===== config.mk =====
export PLATFORM = sky130hd
export DESIGN_NAME = exc_vector_entry
export DESIGN_NICKNAME = d
export VERILOG_FILES = /design/src/rtl/evu_pkg.sv /design/src/rtl/evu_spr_regs.sv /design/src/rtl/evu_vec_calc.sv /design/src/rtl/evu_status_upd.sv /design/src/rtl/exc_vector_entry.sv
export SDC_FILE = /design/constraint.sdc
export NUM_CORES = 1
export LEC_CHECK = 0
export ABC_AREA = 1
export BUFFER_PORTS_ARGS = -buffer_cell sky130_fd_sc_hd__buf_2
export CORE_ASPECT_RATIO = 2
export CORE_MARGIN = 3
export CORE_UTILIZATION = 35
export CTS_CLUSTER_SIZE = 14
export DETAILED_ROUTE_END_ITERATION = 12
export SETUP_SLACK_MARGIN = 0.3
export SYNTH_ARGS = -nofsm -noshare
export SYNTH_HDL_FRONTEND = slang
export SYNTH_SLANG_ARGS = --single-unit

===== constraint.sdc =====
create_clock -name clk -period 1.6 [get_ports clk]
set_clock_uncertainty 0.1 [all_clocks]
set_input_delay 0.32 -clock clk [delete_from_list [all_inputs] [get_ports clk]]
set_output_delay 0.32 -clock clk [all_outputs]
set_load 0.1 [all_outputs]

===== src/rtl/evu_pkg.sv =====
package evu_pkg;
   // status word bit positions, decoded by the rest of the core
   localparam int unsigned ST_SUPER    = 0;
   localparam int unsigned ST_TICK_EN  = 1;
   localparam int unsigned ST_IRQ_EN   = 2;
   localparam int unsigned ST_DXLAT_EN = 5;
   localparam int unsigned ST_IXLAT_EN = 6;
   localparam int unsigned ST_HI_VEC   = 14;
   // configuration word: base register present
   localparam int unsigned CFG_BASE_PRESENT = 12;
   // special-register addressing: group in upper bits, index below
   localparam int unsigned SPR_IDX_W = 11;

   function automatic logic [15:0] spr_at(input int unsigned grp, input int unsigned idx);
      return 16'((grp << SPR_IDX_W) + idx);
   endfunction

   localparam logic [15:0] SPR_VBASE  = spr_at(0, 11);
   localparam logic [15:0] SPR_COREID = spr_at(0, 128);
   localparam logic [15:0] SPR_NCORES = spr_at(0, 129);
endpackage


===== src/rtl/evu_spr_regs.sv =====
module evu_spr_regs
   import evu_pkg::*;
#(
   parameter int unsigned XLEN   = 32,
   parameter int unsigned SPR_AW = 16,
   parameter int unsigned N_CORES = 1,
   parameter int unsigned CORE_NUM = 0
) (
   input  logic              clk,
   input  logic              rst_n,
   input  logic              we_i,
   input  logic [SPR_AW-1:0] addr_i,
   input  logic [XLEN-1:0]   wdata_i,
   output logic [XLEN-1:0]   base_o,
   output logic [XLEN-1:0]   rdata_o,
   output logic              hit_o
);
   localparam logic [SPR_AW-1:0] A_BASE = SPR_AW'(SPR_VBASE);
   localparam logic [SPR_AW-1:0] A_CID  = SPR_AW'(SPR_COREID);
   localparam logic [SPR_AW-1:0] A_NCR  = SPR_AW'(SPR_NCORES);

   if (SPR_AW < 16) begin : g_bad_aw
      $error("evu_spr_regs: SPR_AW must be at least 16");
   end

   logic [XLEN-1:0] base_q;
   logic            base_wr;

   assign base_wr = we_i && (addr_i == A_BASE);

   always_ff @(posedge clk) begin
      if (!rst_n) base_q <= '0;
      else if (base_wr) base_q <= wdata_i;
   end

   assign base_o = base_q;

   always_comb begin
      rdata_o = '0;
      hit_o   = 1'b1;
      unique case (addr_i)
         A_BASE:  rdata_o = base_q;
         A_CID:   rdata_o = XLEN'(CORE_NUM);
         A_NCR:   rdata_o = XLEN'(N_CORES);
         default: hit_o   = 1'b0;
      endcase
   end

   // a base write is visible on the next cycle
   assert_base_write_R8: assert property (@(posedge clk) disable iff (!rst_n)
      (we_i && addr_i == A_BASE) |=> (base_o == $past(wdata_i)));

   // no write to the base address leaves the base unchanged
   assert_base_hold_R8: assert property (@(posedge clk) disable iff (!rst_n)
      !(we_i && addr_i == A_BASE) |=> $stable(base_o));
endmodule


===== src/rtl/evu_vec_calc.sv =====
module evu_vec_calc
   import evu_pkg::*;
#(
   parameter int unsigned XLEN      = 32,
   parameter int unsigned IDX_W     = 5,
   parameter int unsigned NUM_EXC   = 15,
   parameter int unsigned OFS_SHIFT = 8,
   parameter bit          HI_EN     = 1'b1,
   parameter logic [31:0] HI_PREFIX = 32'hF000_0000
) (
   input  logic [IDX_W-1:0] idx_i,
   input  logic [XLEN-1:0]  base_i,
   input  logic [XLEN-1:0]  cfg_i,
   input  logic [XLEN-1:0]  st_i,
   output logic [XLEN-1:0]  vec_o,
   output logic             legal_o
);
   localparam int unsigned PAD_W = XLEN - IDX_W - OFS_SHIFT;

   if (XLEN < IDX_W + OFS_SHIFT + 1) begin : g_bad_w
      $error("evu_vec_calc: XLEN too small for index and shift");
   end
   if (NUM_EXC > (1 << IDX_W)) begin : g_bad_n
      $error("evu_vec_calc: NUM_EXC exceeds index range");
   end

   logic [XLEN-1:0] ofs;
   logic [XLEN-1:0] base_part;
   logic [XLEN-1:0] hi_part;

   assign ofs = {{PAD_W{1'b0}}, idx_i, {OFS_SHIFT{1'b0}}};
   assign base_part = cfg_i[CFG_BASE_PRESENT] ? base_i : '0;

   if (HI_EN) begin : g_hi
      assign hi_part = st_i[ST_HI_VEC] ? XLEN'(HI_PREFIX) : '0;
   end else begin : g_no_hi
      assign hi_part = '0;
   end

   assign vec_o   = ofs | base_part | hi_part;
   assign legal_o = (idx_i != '0) && (32'(idx_i) < NUM_EXC);
endmodule


===== src/rtl/evu_status_upd.sv =====
module evu_status_upd
   import evu_pkg::*;
#(
   parameter int unsigned XLEN = 32
) (
   input  logic            clk,
   input  logic            rst_n,
   input  logic            load_i,
   input  logic [XLEN-1:0] st_i,
   output logic [XLEN-1:0] st_o,
   output logic            xlat_off_o,
   output logic            resv_clr_o
);
   localparam logic [XLEN-1:0] CLR_MASK =
      (XLEN'(1) << ST_TICK_EN) | (XLEN'(1) << ST_IRQ_EN) |
      (XLEN'(1) << ST_DXLAT_EN) | (XLEN'(1) << ST_IXLAT_EN);
   localparam logic [XLEN-1:0] SET_MASK = XLEN'(1) << ST_SUPER;

   if (XLEN <= ST_HI_VEC) begin : g_bad_w
      $error("evu_status_upd: XLEN too narrow for status bits");
   end

   logic [XLEN-1:0] st_q;
   logic            off_q;
   logic            clr_q;

   always_ff @(posedge clk) begin
      if (!rst_n) begin
         st_q  <= '0;
         off_q <= 1'b0;
         clr_q <= 1'b0;
      end else begin
         off_q <= load_i;
         clr_q <= load_i;
         if (load_i) st_q <= (st_i & ~CLR_MASK) | SET_MASK;
      end
   end

   assign st_o       = st_q;
   assign xlat_off_o = off_q;
   assign resv_clr_o = clr_q;

   // after a load, supervisor set and enables cleared
   assert_entry_mode_R5: assert property (@(posedge clk) disable iff (!rst_n)
      load_i |=> (st_o[ST_SUPER] && !st_o[ST_IRQ_EN] && !st_o[ST_TICK_EN]
                  && !st_o[ST_DXLAT_EN] && !st_o[ST_IXLAT_EN]));

   // untouched bits are carried through
   assert_keep_bits_R5: assert property (@(posedge clk) disable iff (!rst_n)
      load_i |=> ((st_o & ~(CLR_MASK | SET_MASK)) == ($past(st_i) & ~(CLR_MASK | SET_MASK))));
endmodule


===== src/rtl/exc_vector_entry.sv =====
module exc_vector_entry
   import evu_pkg::*;
#(
   parameter int unsigned XLEN      = 32,
   parameter int unsigned IDX_W     = 5,
   parameter int unsigned NUM_EXC   = 15,
   parameter int unsigned SPR_AW    = 16,
   parameter bit          HI_EN     = 1'b1,
   parameter logic [31:0] HI_PREFIX = 32'hF000_0000
) (
   input  logic              clk,
   input  logic              rst_n,
   input  logic              exc_req_i,
   input  logic [IDX_W-1:0]  exc_idx_i,
   input  logic [XLEN-1:0]   status_i,
   input  logic [XLEN-1:0]   config_i,
   input  logic              spr_we_i,
   input  logic [SPR_AW-1:0] spr_addr_i,
   input  logic [XLEN-1:0]   spr_wdata_i,
   output logic [XLEN-1:0]   spr_rdata_o,
   output logic              spr_hit_o,
   output logic              redirect_o,
   output logic [XLEN-1:0]   vec_addr_o,
   output logic [XLEN-1:0]   status_o,
   output logic              xlat_off_o,
   output logic              resv_clr_o,
   output logic              illegal_o
);
   if (NUM_EXC < 2) begin : g_bad_n
      $error("exc_vector_entry: NUM_EXC must allow at least one legal index");
   end

   logic [XLEN-1:0] base;
   logic [XLEN-1:0] vec_next;
   logic            legal;
   logic            take;
   logic            reject;

   evu_spr_regs #(.XLEN(XLEN), .SPR_AW(SPR_AW), .N_CORES(1), .CORE_NUM(0)) u_regs (
      .clk     (clk),
      .rst_n   (rst_n),
      .we_i    (spr_we_i),
      .addr_i  (spr_addr_i),
      .wdata_i (spr_wdata_i),
      .base_o  (base),
      .rdata_o (spr_rdata_o),
      .hit_o   (spr_hit_o)
   );

   evu_vec_calc #(.XLEN(XLEN), .IDX_W(IDX_W), .NUM_EXC(NUM_EXC), .OFS_SHIFT(8),
                  .HI_EN(HI_EN), .HI_PREFIX(HI_PREFIX)) u_calc (
      .idx_i   (exc_idx_i),
      .base_i  (base),
      .cfg_i   (config_i),
      .st_i    (status_i),
      .vec_o   (vec_next),
      .legal_o (legal)
   );

   assign take   = exc_req_i && legal;
   assign reject = exc_req_i && !legal;

   evu_status_upd #(.XLEN(XLEN)) u_status (
      .clk        (clk),
      .rst_n      (rst_n),
      .load_i     (take),
      .st_i       (status_i),
      .st_o       (status_o),
      .xlat_off_o (xlat_off_o),
      .resv_clr_o (resv_clr_o)
   );

   logic            redir_q;
   logic            err_q;
   logic [XLEN-1:0] vec_q;

   always_ff @(posedge clk) begin
      if (!rst_n) begin
         redir_q <= 1'b0;
         err_q   <= 1'b0;
         vec_q   <= '0;
      end else begin
         redir_q <= take;
         err_q   <= reject;
         if (take) vec_q <= vec_next;
      end
   end

   assign redirect_o = redir_q;
   assign illegal_o  = err_q;
   assign vec_addr_o = vec_q;

   // every redirect follows a request one cycle earlier
   assert_redirect_cause_R2: assert property (@(posedge clk) disable iff (!rst_n)
      redirect_o |-> $past(exc_req_i));

   // vector offset bits carry the index
   assert_vec_index_R2: assert property (@(posedge clk) disable iff (!rst_n)
      take |=> (vec_addr_o[IDX_W+7:8] & $past(exc_idx_i)) == $past(exc_idx_i));

   // side strobes coincide with redirect
   assert_strobes_R6: assert property (@(posedge clk) disable iff (!rst_n)
      (xlat_off_o == redirect_o) && (resv_clr_o == redirect_o));

   // error and redirect never overlap
   assert_err_excl_R7: assert property (@(posedge clk) disable iff (!rst_n)
      !(illegal_o && redirect_o));

   // a rejected request leaves the vector in place
   assert_err_hold_R7: assert property (@(posedge clk) disable iff (!rst_n)
      illegal_o |-> $stable(vec_addr_o));

   // high-vector requests land in the prefixed region
   assert_hi_prefix_R4: assert property (@(posedge clk) disable iff (!rst_n)
      (take && status_i[ST_HI_VEC] && HI_EN) |=> ((vec_addr_o & XLEN'(HI_PREFIX)) == XLEN'(HI_PREFIX)));
endmodule


After elaboration in Yosys (flattened, before gate mapping)
Index checks and enable logic that the tools add are counted.
Word-level totals
  input port bits: 121
  logic and storage cells: 22
  register bits: 94
  output and inout port bits: 101
Cells by class
  muxes and demuxes: 4
  equality and inequality tests: 3
  $lt $le $gt $ge: 1
  bitwise logic cells: 2
  reduce and logical (&&, ||, !) cells: 7
Operators by type and width (count)
  $mux 32: 2
  $pmux 32 s2: 1
  $eq 16x8->1 const B: 2
  $or 13x32->32: 1
  $or 32x32->32: 1
  $eq 16x4->1 const B: 1
  $lt 5x4->1 const B: 1
  $reduce_bool 5->1: 1
  $logic_and 1x1->1: 4
  $reduce_or 3->1: 1
  $logic_not 1->1: 1
  $mux 1: 1

Depth between registers and ports, before layout
Gate-level depths: netlist of run 1.
  depth in word-level cells: 4
  gate-level depth with buffers: 9
  mapped depth without buffers: 7

Modules after synthesis
Synthesis of run 1 repeated with hierarchy kept, for this count alone.
Unflattened totals
  cells, all modules: 805
  area, all modules: 4817.1 um^2
By module, submodules not included
  evu_spr_regs: cells an instance 331, area an instance 1879.3 um^2, instances 1, sequential area each 640.6 um^2
  exc_vector_entry: cells an instance 211, area an instance 1378.8 um^2, instances 1, sequential area each 680.7 um^2
  evu_status_upd: cells an instance 183, area an instance 1234.9 um^2, instances 1, sequential area each 580.6 um^2
  evu_vec_calc: cells an instance 80, area an instance 324.1 um^2, instances 1, sequential area each 0.0 um^2

Worst setup path before layout of run 1
Ideal clock, no wire load.
  kind: input to output
  start: in spr_addr_i[5]
  end: out spr_hit_o
  cell stages on the path: 6
  path buffers: 1
  arrival: 2.982 ns
  slack: -1.802 ns
  data required time: 1.180 ns
  cell sequence: nor2_1 nand2_1 nor2_4 buf_2 a21oi_1 nor3_1
Between the ends
  word-level cells in the longest chain between the ends: 3
  elaborated cells between the ends (all ways): 5
  those cells by class: eq/ne (3); mux (1); reduce/logical (1)
Ends and longest elaborated chain
  start, declared: line exc_vector_entry.sv:18  | input logic [SPR_AW-1:0] spr_addr_i,
  $eq 16x8->1 or $eq 16x4->1 (tied branches): line evu_spr_regs.sv:41  | unique case (addr_i)
  $reduce_or 3->1 (no line) (*)
  $mux 1 (*): line evu_spr_regs.sv:41
  end, declared: line exc_vector_entry.sv:21  | output logic spr_hit_o,
Mark *: on every way between the ends. The rest lies on a longest branch, timed or not.

Worst setup path in the final report of run 1
  start: in spr_addr_i[2]
  end: out spr_rdata_o[7]
Between the ends
  word-level cells in the longest chain between the ends: 2
  elaborated cells between the ends (all ways): 3
  those cells by class: eq/ne (2); mux (1)
Ends and longest elaborated chain
  $eq 16x8->1 or $eq 16x4->1 (tied branches): line evu_spr_regs.sv:41
  $pmux 32 s2 (*): line evu_spr_regs.sv:41
  end, declared: line exc_vector_entry.sv:20  | output logic [XLEN-1:0] spr_rdata_o,
Marks and branches as above.

==> reports/results.txt, run 1 <==
violated checks -> setup timing
all-layer global routing usage -> 0.2033
register area share after synthesis -> 0.4341
Die Wd -> 84.70 um
largest net degree at the start of global routing -> 63
register area -> 0.001972 sq mm
crit path cell chain -> buf_8 -> inv_8 -> nand4_1 -> nor2_4 -> nand2_4 -> buf_12 -> nor2_4 -> buf_12
Clock Tree Root -> clkbuf_16
Max Cap Viol -> 0
CP max FO -> 17
cell taking the most area after synthesis -> dfxtp_1
final net count -> 984
CTS Sinks -> 94
Slowest cell on crit path -> nor2_4
power share of the sequential group -> 0.398
slowest stage delay, CP -> 0.19 ns
Max Clk Rate -> 546.0 MHz
placed instance area -> 0.006282 sq mm
# IOs -> 222
Worst setup SP type -> primary input
status -> finished with violations
clk buf depth -> 2
placed instance count -> 979
layout cell share with drive strength beyond 1 -> 0.3998
Synth cell types -> 19
number of global-route vias before repair -> 4548
Avg Vias per Cell -> 4.577
initial antenna violation count -> 0
Fill cells -> 940
synth top area cells -> dfxtp_1 43%, nor2_1 16%, inv_1 11%, nand2_1 9.4%, o21ai_0 5.0%
sw power -> 0.002161 W
worst setup path startpoint -> spr_addr_i[2]
Syn Inst Count -> 677
final hold vios -> 0
drt wl/cell -> 14.27 um
DIE AREA -> 0.01384 sq mm
final antenna-violating net count -> 0
Final Cycle Share -> 1.145
CP endpoint kind -> primary output
Final Max Tran Viols -> 0
Sw Ratio -> 0.3335
Num CTS Buffers -> 9
htree depth -> 3
CTS tree -> built
core area -> 0.01191 sq mm
DIE HEIGHT -> 163.4 um
pwr/cell area -> 816.9 mW/mm^2
combinational fraction of design power -> 0.281
grt ovf -> 0
final setup fails -> 33
Layout area overhead -> 82.94%
Post-synth EDFFs -> 0
Worst EP arrival -> 1.41 ns
WP data required -> 1.18 ns
Via Count -> 4636
Synth top cells by count -> 187 x nor2_1, 128 x inv_1, 109 x nand2_1, 94 x dfxtp_1, 43 x o21ai_0
Post-route DRC -> 0
IR drop worst, VDD -> 0.6652 mV
leakage power -> 3.689 nW
Initial Util -> 0.3640
Pre-Repair DR Iteration Count -> 4
DRT iter0 DRCs -> 147
Final Worst Setup Slack -> -0.2317 ns
main flop type after synthesis -> dfxtp_1
min Tclk post-route -> 1.832 ns
Synth Register Bits -> 94
first-pass GRT wire length -> 22430 um
P_int -> 0.004319 W
post-DP HPWL -> 9310 um
cell area after layout -> 0.007931 sq mm
Hold WS -> 0.1339 ns
area of the multi-input gates -> 0.002083 sq mm
Hold Crit Start -> exc_req_i
count leader, synth -> nor2_1
synthesized area -> 0.004335 sq mm
Power Total -> 0.006479 W
share of the synthesized area in the top cell type -> 0.4341
Min-Delay Path Class -> in -> reg
setup_tns -> -6.430 ns
worst r2r src -> u_regs.base_o[10]
Post-synth ARST share -> 0
RSZ-0062 raised after global routing -> yes
Antenna diodes -> 0
number of placement rows -> 56
WS Path Type -> in -> out
Clock transition at path regs -> 0.06 ns
cell family with most CP delay -> simple AND/OR/NAND/NOR gates
Mapped Avg Cell Area -> 6.404 sq um
Finished Layout Cells -> 1013
PortBufs -> 181
synth warn -> 0
global placement routability congestion -> 0.7468
CP Buf/Inv Count -> 4
drt total wl -> 14460 um
worst-skew pair later-pin latency -> 0.33 ns
Clk pwr share -> 0.321
## metrics by stage
step / worst slack, ns / utilization
6_report: -0.2317 / 0.6659
5_1_grt: -0.2878 / 0.6659
4_1_cts: -0.2124 / 0.6579
3_5_place_dp: -0.2702 / 0.5274
3_3_place_gp: -0.2492 / 0.5274
2_1_floorplan: -0.4763 / -
## routing by layer
| metal | GRT usage | wire (um) | vias to the layer above | share of wire |
|---|---|---|---|---|
| met5 | 0 | 0 | - | 0 |
| met1 | 0.2201 | 5462 | 2098 | 0.38 |
| met3 | 0.03584 | 649 | 15 | 0.045 |
| met2 | 0.3897 | 8097 | 144 | 0.56 |
| met4 | 0.06628 | 248 | 0 | 0.017 |
| li1 | - | - | 2379 | - |
## worst min-delay path: stages
cell and delay [ns]:
buf_2 0.09, nand3_1 0.07, inv_1 0.06
## cell families (layout without fill, tap and decap cells)
group | after synthesis | in the layout | synth area share
and+or+nand+nor | 337 | 337 | 0.3186
buffers and inverters | 178 | 366 | 0.1668
DFF | 94 | 94 | 0.4341
AOI/OAI and AO/OA | 67 | 67 | 0.07965
other | 1 | 4 | 0.0008650
## area by class of cell
type | instances | area share
sequential | 94 | 0.2486
clock buffer | 12 | 0.02982
clock inverter | 4 | 0.006152
timing repair buffer | 219 | 0.3669
tap | 145 | 0.02287
inverter | 131 | 0.06294
multi-input combinational | 408 | 0.2627
## registers in the layout (all words and copies together), names as in the netlist
signal	flops
u_regs.base_o	32
illegal_o	1
vec_addr_o	32
u_status.xlat_off_o	1
u_status.st_o	28
## worst paths after layout
| path | end | slack (ns) | cells after the start |
|---|---|---|---|
| max | spr_rdata_o[7] | -0.23 | 8 |
| min | illegal_o | 0.13 | 3 |
| max reg2reg | vec_addr_o[10] | 0.62 | 4 |
| min reg2reg | vec_addr_o[2] | 0.41 | 2 |
## layout by cell type, fill, tap and decap left out, drive strengths merged
master,instances
conb,4
o21ai,58
bufinv,1
clkbuf,14
a21oi,5
dfxtp,94
nand4,34
nand2,109
o21bai,4
bufbuf,1
nor3,2
inv,131
nand3,3
nor2,189
clkinv,3
buf,216
## power groups by stage
stage | Combinational, W | Sequential [W] | Clock [W]
after floorplan | 0.000370 | 0.00333 | 0
after global placement | 0.00141 | 0.00256 | 0
after detailed placement | 0.00142 | 0.00257 | 0
after CTS | 0.00178 | 0.00258 | 0.00213
after global routing | 0.00190 | 0.00259 | 0.00223
final | 0.00182 | 0.00258 | 0.00208
## timing repair
action	CTS	global route
endpoints found under the setup margin	129	140
gates cloned	3	1
pin swaps	2	6
gates resized for setup	293	11
hold endpoints to repair	0	0
hold buffers	0	0
buffers inserted	10	4
Note: power is estimated with default switching activity, not from simulation.
==> run 2: changes to the inputs <==
--- a/config.mk
+++ b/config.mk
@@ -12,6 +12,7 @@
 export CORE_UTILIZATION = 35
 export CTS_CLUSTER_SIZE = 14
 export DETAILED_ROUTE_END_ITERATION = 12
+export MAX_ROUTING_LAYER = met4
 export SETUP_SLACK_MARGIN = 0.3
 export SYNTH_ARGS = -nofsm -noshare
 export SYNTH_HDL_FRONTEND = slang
==> run 2 against run 1 <==
Compared with the run above:
- the run still ends with setup timing left
- power barely moved
- sequential power hardly changed
- combinational power about the same
- final area is essentially flat
- global-route usage increased by 0.62 points
- final cell count is essentially flat
- sequential cell count did not move
- critical path type unchanged
- largest cell class unchanged
- largest power group unchanged
==> reports/results.txt, run 2 (synthesized netlist as in run 1, its figures left out) <==
global placement routability congestion -> 0.7600 (+1.8%)
cell area after layout -> 0.007939 sq mm (about the same)
IR drop worst, VDD -> 0.6636 mV (-0.25%)
Post-route DRC -> 0 (unchanged)
drt total wl -> 14430 um (-0.21%)
CP max FO -> 17 (unchanged)
highest-count cells in the layout ignoring fill and taps -> 149 x nor2_1, 127 x inv_1, 105 x nand2_1, 103 x buf_12, 72 x buf_2
placed instance count -> 979 (unchanged)
Layout area overhead -> 83.12% (about the same)
crit path cell chain -> buf_8 -> inv_8 -> nand4_1 -> nor2_4 -> nand2_4 -> buf_12 -> nor2_4 -> buf_12
CTS Sinks -> 94 (unchanged)
most common cell after layout, fill and taps aside -> nor2_1
largest net degree at the start of global routing -> 63 (unchanged)
Max Clk Rate -> 545.8 MHz (about the same)
grt ovf -> 0 (unchanged)
Die Wd -> 84.70 um (unchanged)
routed wl met2 -> 8114 um (+0.21%)
layout cell share with drive strength beyond 1 -> 0.4005 (+0.0006907)
Final Max Tran Viols -> 0 (unchanged)
PortBufs -> 181 (unchanged)
slowest stage delay, CP -> 0.19 ns (about the same)
Final Worst Setup Slack -> -0.2321 ns (-0.0003970 ns)
core area -> 0.01191 sq mm (unchanged)
Min-Delay Path Class -> in -> reg
Clock Tree Root -> clkbuf_16
Pre-Repair DR Iteration Count -> 6 (+2)
pwr/cell area -> 816.5 mW/mm^2 (about the same)
Max Cap Viol -> 0 (unchanged)
leakage power -> 3.695 nW (+0.14%)
WL met3 -> 631 um (-2.8%)
final net count -> 985 (+0.10%)
placed instance area -> 0.006282 sq mm (unchanged)
WP data required -> 1.18 ns (about the same)
Num CTS Buffers -> 9 (unchanged)
drt wl/cell -> 14.23 um (-0.31%)
# IOs -> 222 (unchanged)
Final Cycle Share -> 1.145 (about the same)
Via Count -> 4650 (+0.30%)
htree depth -> 3 (unchanged)
clk buf depth -> 2 (unchanged)
Finished Layout Cells -> 1014 (+0.099%)
final hold vios -> 0 (unchanged)
Worst EP arrival -> 1.41 ns (about the same)
Slowest cell on crit path -> nor2_4
final setup fails -> 33 (unchanged)
Initial Util -> 0.3640 (unchanged)
Antenna diodes -> 0 (unchanged)
Worst setup SP type -> primary input
post-DP HPWL -> 9310 um (unchanged)
Avg Vias per Cell -> 4.586 (+0.20%)
worst-skew pair later-pin latency -> 0.33 ns (about the same)
DRT met1 WL -> 5451 um (-0.20%)
initial antenna violation count -> 0 (unchanged)
Fill cells -> 942 (+0.21%)
WS Path Type -> in -> out
DIE AREA -> 0.01384 sq mm (unchanged)
Clock transition at path regs -> 0.06 ns (about the same)
final antenna-violating net count -> 0 (unchanged)
DRT iter0 DRCs -> 154 (+4.8%)
status -> finished with violations
cts hold-fix bufs -> 0 (unchanged)
number of global-route vias before repair -> 4545 (-0.066%)
all-layer global routing usage -> 0.2095 (+0.006163)
min Tclk post-route -> 1.832 ns (+0.0003970 ns)
first-pass GRT wire length -> 22450 um (about the same)
DR top layer -> met4
CTS tree -> built
DIE HEIGHT -> 163.4 um (unchanged)
violated checks -> setup timing
RSZ-0062 raised after global routing -> yes
CP endpoint kind -> primary output
number of placement rows -> 56 (unchanged)
## run 2: cell count changes in the layout (fill, tap and decap cells not counted)
cell and change:
buf_4 +1
## run 2: path summary, 6_finish.rpt
check / startpoint / to / slack, ns / cells after the start
worst max-delay path: spr_addr_i[2] / spr_rdata_o[7] / -0.23 / 8
worst max register to register: u_regs.base_o[10] / vec_addr_o[10] / 0.63 / 4
worst min-delay path: status_i[25] / u_status.st_o[25] / 0.13 / 3
worst min register to register: vec_addr_o[2] / vec_addr_o[2] / 0.41 / 2
## run 2: layout make-up
cell class | instances | area (sq um) | share of cell area
well taps | 145 | 181.4 | 0.02285
flip-flops and latches | 94 | 1972 | 0.2484
multi-input cells | 408 | 2083 | 0.2624
repair buffers | 220 | 2918 | 0.3675
clock inverters | 4 | 48.80 | 0.006147
clock buffers | 12 | 236.5 | 0.02979
inverters | 131 | 499.2 | 0.06288
## run 2: metal layers
layer	global-route usage	up-vias
met1	0.2236	2105
met3	0.03433	12
li1	-	2381
met4	0.06628	0
met2	0.3883	152
met5	-	-
## run 2: what timing repair did
action                     CTS  global route
setup buffers               10             5
pin swaps                    2             6
setup endpoints to repair  129           138
gates resized for setup    293            11
cloned                       3             1
## run 2: worst max-delay path, delay by kind of cell
family	cells	cell delay, ns
AND/OR/NAND/NOR	4	0.54
buffers and inverters	4	0.51
## run 2: per-stage QoR
step	setup WS [ns]	power, W	TNS [ns]	util	hold WS [ns]
finish	-0.2321	0.006482	-6.423	0.6665	0.1282
global route	-0.2878	0.006721	-8.718	0.6665	0.1412
CTS	-0.2124	0.006492	-5.771	0.6579	0.1139
detailed placement	-0.2702	0.003987	-13.98	0.5274	0.3570
global placement	-0.2492	0.003969	-11.80	0.5274	0.3376
floorplan	-0.4763	0.003700	-12.63	-	0.3458
## run 2: power by group
| part | internal, W | switching (W) |
|---|---|---|
| combinational | 0.000644 | 0.00118 |
| clock | 0.00121 | 0.000870 |
| sequential | 0.00247 | 0.000115 |
| total | 0.00432 | 0.00216 |
==> run 3: changes to the inputs <==
--- a/config.mk
+++ b/config.mk
@@ -13,6 +13,7 @@
 export CTS_CLUSTER_SIZE = 14
 export DETAILED_ROUTE_END_ITERATION = 12
 export MAX_ROUTING_LAYER = met4
+export REMOVE_ABC_BUFFERS = 1
 export SETUP_SLACK_MARGIN = 0.3
 export SYNTH_ARGS = -nofsm -noshare
 export SYNTH_HDL_FRONTEND = slang
==> run 3 against run 2 <==
Compared with the run above:
- the flow still finishes with violations (setup timing)
- global-route usage is 0.21 points higher
- count of clock-buffer cells in the layout fell by 1
- sequential share of layout area decreased by 0.45 points
- via count decreased by 0.62%
- sequential cell count unchanged
- non-clock buffer count shrank 1
- sequential power hardly changed
- register-to-register slack worse by 0.04 ns
- die area unchanged
- maximum frequency down 3.2%
- first-iteration DRC count grew 6.5%
- critical path type unchanged
- critical endpoint is now spr_rdata_o[15]
==> reports/results.txt, run 3 (synthesized netlist as in run 1, its figures left out) <==
most common cell after layout, fill and taps aside -> nor2_1
largest net degree at the start of global routing -> 36 (-43%)
sw power -> 0.002155 W (-0.32%)
PortBufs -> 181 (unchanged)
Sw Ratio -> 0.3315 (-0.001974)
Worst setup SP type -> primary input
grt ovf -> 0 (unchanged)
leakage power -> 3.715 nW (+0.55%)
reg2reg end -> vec_addr_o[10]
min Tclk post-route -> 1.893 ns (+0.06118 ns)
placed instance area -> 0.006013 sq mm (-4.3%)
status -> finished with violations
Initial Util -> 0.3640 (unchanged)
Final Worst Setup Slack -> -0.2932 ns (-0.06118 ns)
Num CTS Buffers -> 9 (unchanged)
CTS tree -> built
IR drop worst, VDD -> 0.5695 mV (-14%)
final hold vios -> 0 (unchanged)
post-DP HPWL -> 9463 um (+1.6%)
DIE AREA -> 0.01384 sq mm (unchanged)
Final Cycle Share -> 1.183 (+0.03824)
Clock Tree Root -> clkbuf_16
R2R cell count -> 4 (unchanged)
# IOs -> 222 (unchanged)
RSZ-0062 raised after global routing -> yes
htree depth -> 3 (unchanged)
Power Total -> 0.006500 W (+0.27%)
Avg Vias per Cell -> 4.548 (-0.82%)
Hold Crit Start -> status_i[20]
DRT iter0 DRCs -> 164 (+6.5%)
Worst EP arrival -> 1.47 ns (+0.06 ns)
DIE HEIGHT -> 163.4 um (unchanged)
worst r2r src -> u_regs.base_o[10]
Via Count -> 4621 (-0.62%)
final net count -> 984 (-0.10%)
CTS Sinks -> 94 (unchanged)
combinational fraction of design power -> 0.277 (-0.004)
Min-Delay Path Class -> in -> reg
final antenna-violating net count -> 0 (unchanged)
WS Path Type -> in -> out
pwr/cell area -> 804.8 mW/mm^2 (-1.4%)
cell area after layout -> 0.008077 sq mm (+1.7%)
Max Cap Viol -> 0 (unchanged)
layout cell share with drive strength beyond 1 -> 0.4544 (+0.05398)
Hold Path Cell Cnt -> 3 (unchanged)
Clk pwr share -> 0.326 (+0.005)
drt total wl -> 15000 um (+4.0%)
power share of the sequential group -> 0.397 (about the same)
first-pass GRT wire length -> 22150 um (-1.3%)
worst-skew pair later-pin latency -> 0.35 ns (+0.02 ns)
final setup fails -> 33 (unchanged)
Final Max Tran Viols -> 0 (unchanged)
flop-to-flop setup slack -> 0.59 ns (-0.04 ns)
global placement routability congestion -> 0.8235 (+8.4%)
number of placement rows -> 56 (unchanged)
highest-count cells in the layout ignoring fill and taps -> 146 x nor2_1, 116 x inv_1, 106 x buf_12, 77 x buf_2, 73 x nand2_1
WP data required -> 1.18 ns (about the same)
clk buf depth -> 2 (unchanged)
pre-CTS setup slack -> -0.3076 ns (-0.03734 ns)
drt wl/cell -> 14.76 um (+3.8%)
Layout area overhead -> 86.29%
P_int -> 0.004345 W (+0.57%)
Post-route DRC -> 0 (unchanged)
violated checks -> setup timing
Die Wd -> 84.70 um (unchanged)
Pre-Repair DR Iteration Count -> 4 (-2)
hold endpoint -> u_status.st_o[20]
Clock transition at path regs -> 0.06 ns (about the same)
number of global-route vias before repair -> 4412 (-2.9%)
CP max FO -> 8 (-9)
all-layer global routing usage -> 0.2116 (+0.002120)
Max Clk Rate -> 528.2 MHz (-3.2%)
core area -> 0.01191 sq mm (unchanged)
initial antenna violation count -> 4 (+4)
Hold WS -> 0.1119 ns (-0.01633 ns)
CP endpoint kind -> primary output
[run 3: metal layers]
layer | share of wire | vias to the layer above | GRT usage
met1 | 0.35 | 2054 | 0.2104
met4 | 0.049 | 0 | 0.1463
met5 | 0 | - | -
met3 | 0.037 | 42 | 0.02171
met2 | 0.57 | 147 | 0.3797
li1 | - | 2378 | -
[run 3: through the flow]
| stage | setup TNS (ns) | cells | util |
|---|---|---|---|
| after CTS | -7.265 | 1006 | 0.6410 |
| final | -7.914 | 1016 | 0.6780 |
| after global routing | -9.267 | 1016 | 0.6780 |
| after global placement | -10.81 | 986 | 0.5048 |
| after detailed placement | -11.22 | 986 | 0.5048 |
| after floorplan | -101.62 | 633 | - |
[run 3: power by group through the flow]
stage                     registers, W  clock network [W]  logic (W)
final                          0.00258            0.00212    0.00180
after global routing           0.00259            0.00227    0.00188
after CTS                      0.00258            0.00219    0.00178
after detailed placement       0.00254                  0    0.00144
after global placement         0.00254                  0    0.00144
after floorplan                0.00332                  0   0.000283
[run 3: timing repair]
action	4_1_cts	5_1_grt
buffers inserted	2	3
pin swaps	4	38
setup endpoints to repair	121	128
gates cloned	3	3
endpoints found under the hold margin	0	0
gates resized for setup	370	108
hold buffers	0	0
[run 3: critical path, cell delays in order]
cell and delay [ns]:
buf_6 0.09, nor2_2 0.11, nand2_2 0.09, nor2_4 0.14, nand2_4 0.15, buf_12 0.19
nor2_2 0.08, buf_4 0.13, buf_12 0.17
[run 3: cell type report]
| class | instances | area, sq um |
|---|---|---|
| fill | 1033 | 3835 |
| timing repair buffer | 219 | 2932 |
| multi-input combinational | 408 | 2202 |
| sequential | 94 | 1969 |
| inverter | 131 | 491.7 |
| clock buffer | 11 | 242.7 |
| tap | 145 | 181.4 |
| clock inverter | 4 | 47.55 |
| antenna | 4 | 10.01 |
[run 3: worst max-delay path by stage]
stage | from | end | slack (ns) | cells past startpoint
3_3_place_gp | spr_addr_i[5] | spr_rdata_o[0] | -0.31 | 8
4_1_cts | spr_addr_i[2] | spr_rdata_o[25] | -0.27 | 8
6_report | spr_addr_i[15] | spr_rdata_o[15] | -0.29 | 9
5_1_grt | spr_addr_i[5] | spr_hit_o | -0.36 | 10
3_5_place_dp | spr_addr_i[5] | spr_rdata_o[0] | -0.31 | 8
2_1_floorplan | spr_addr_i[5] | spr_hit_o | -1.91 | 5
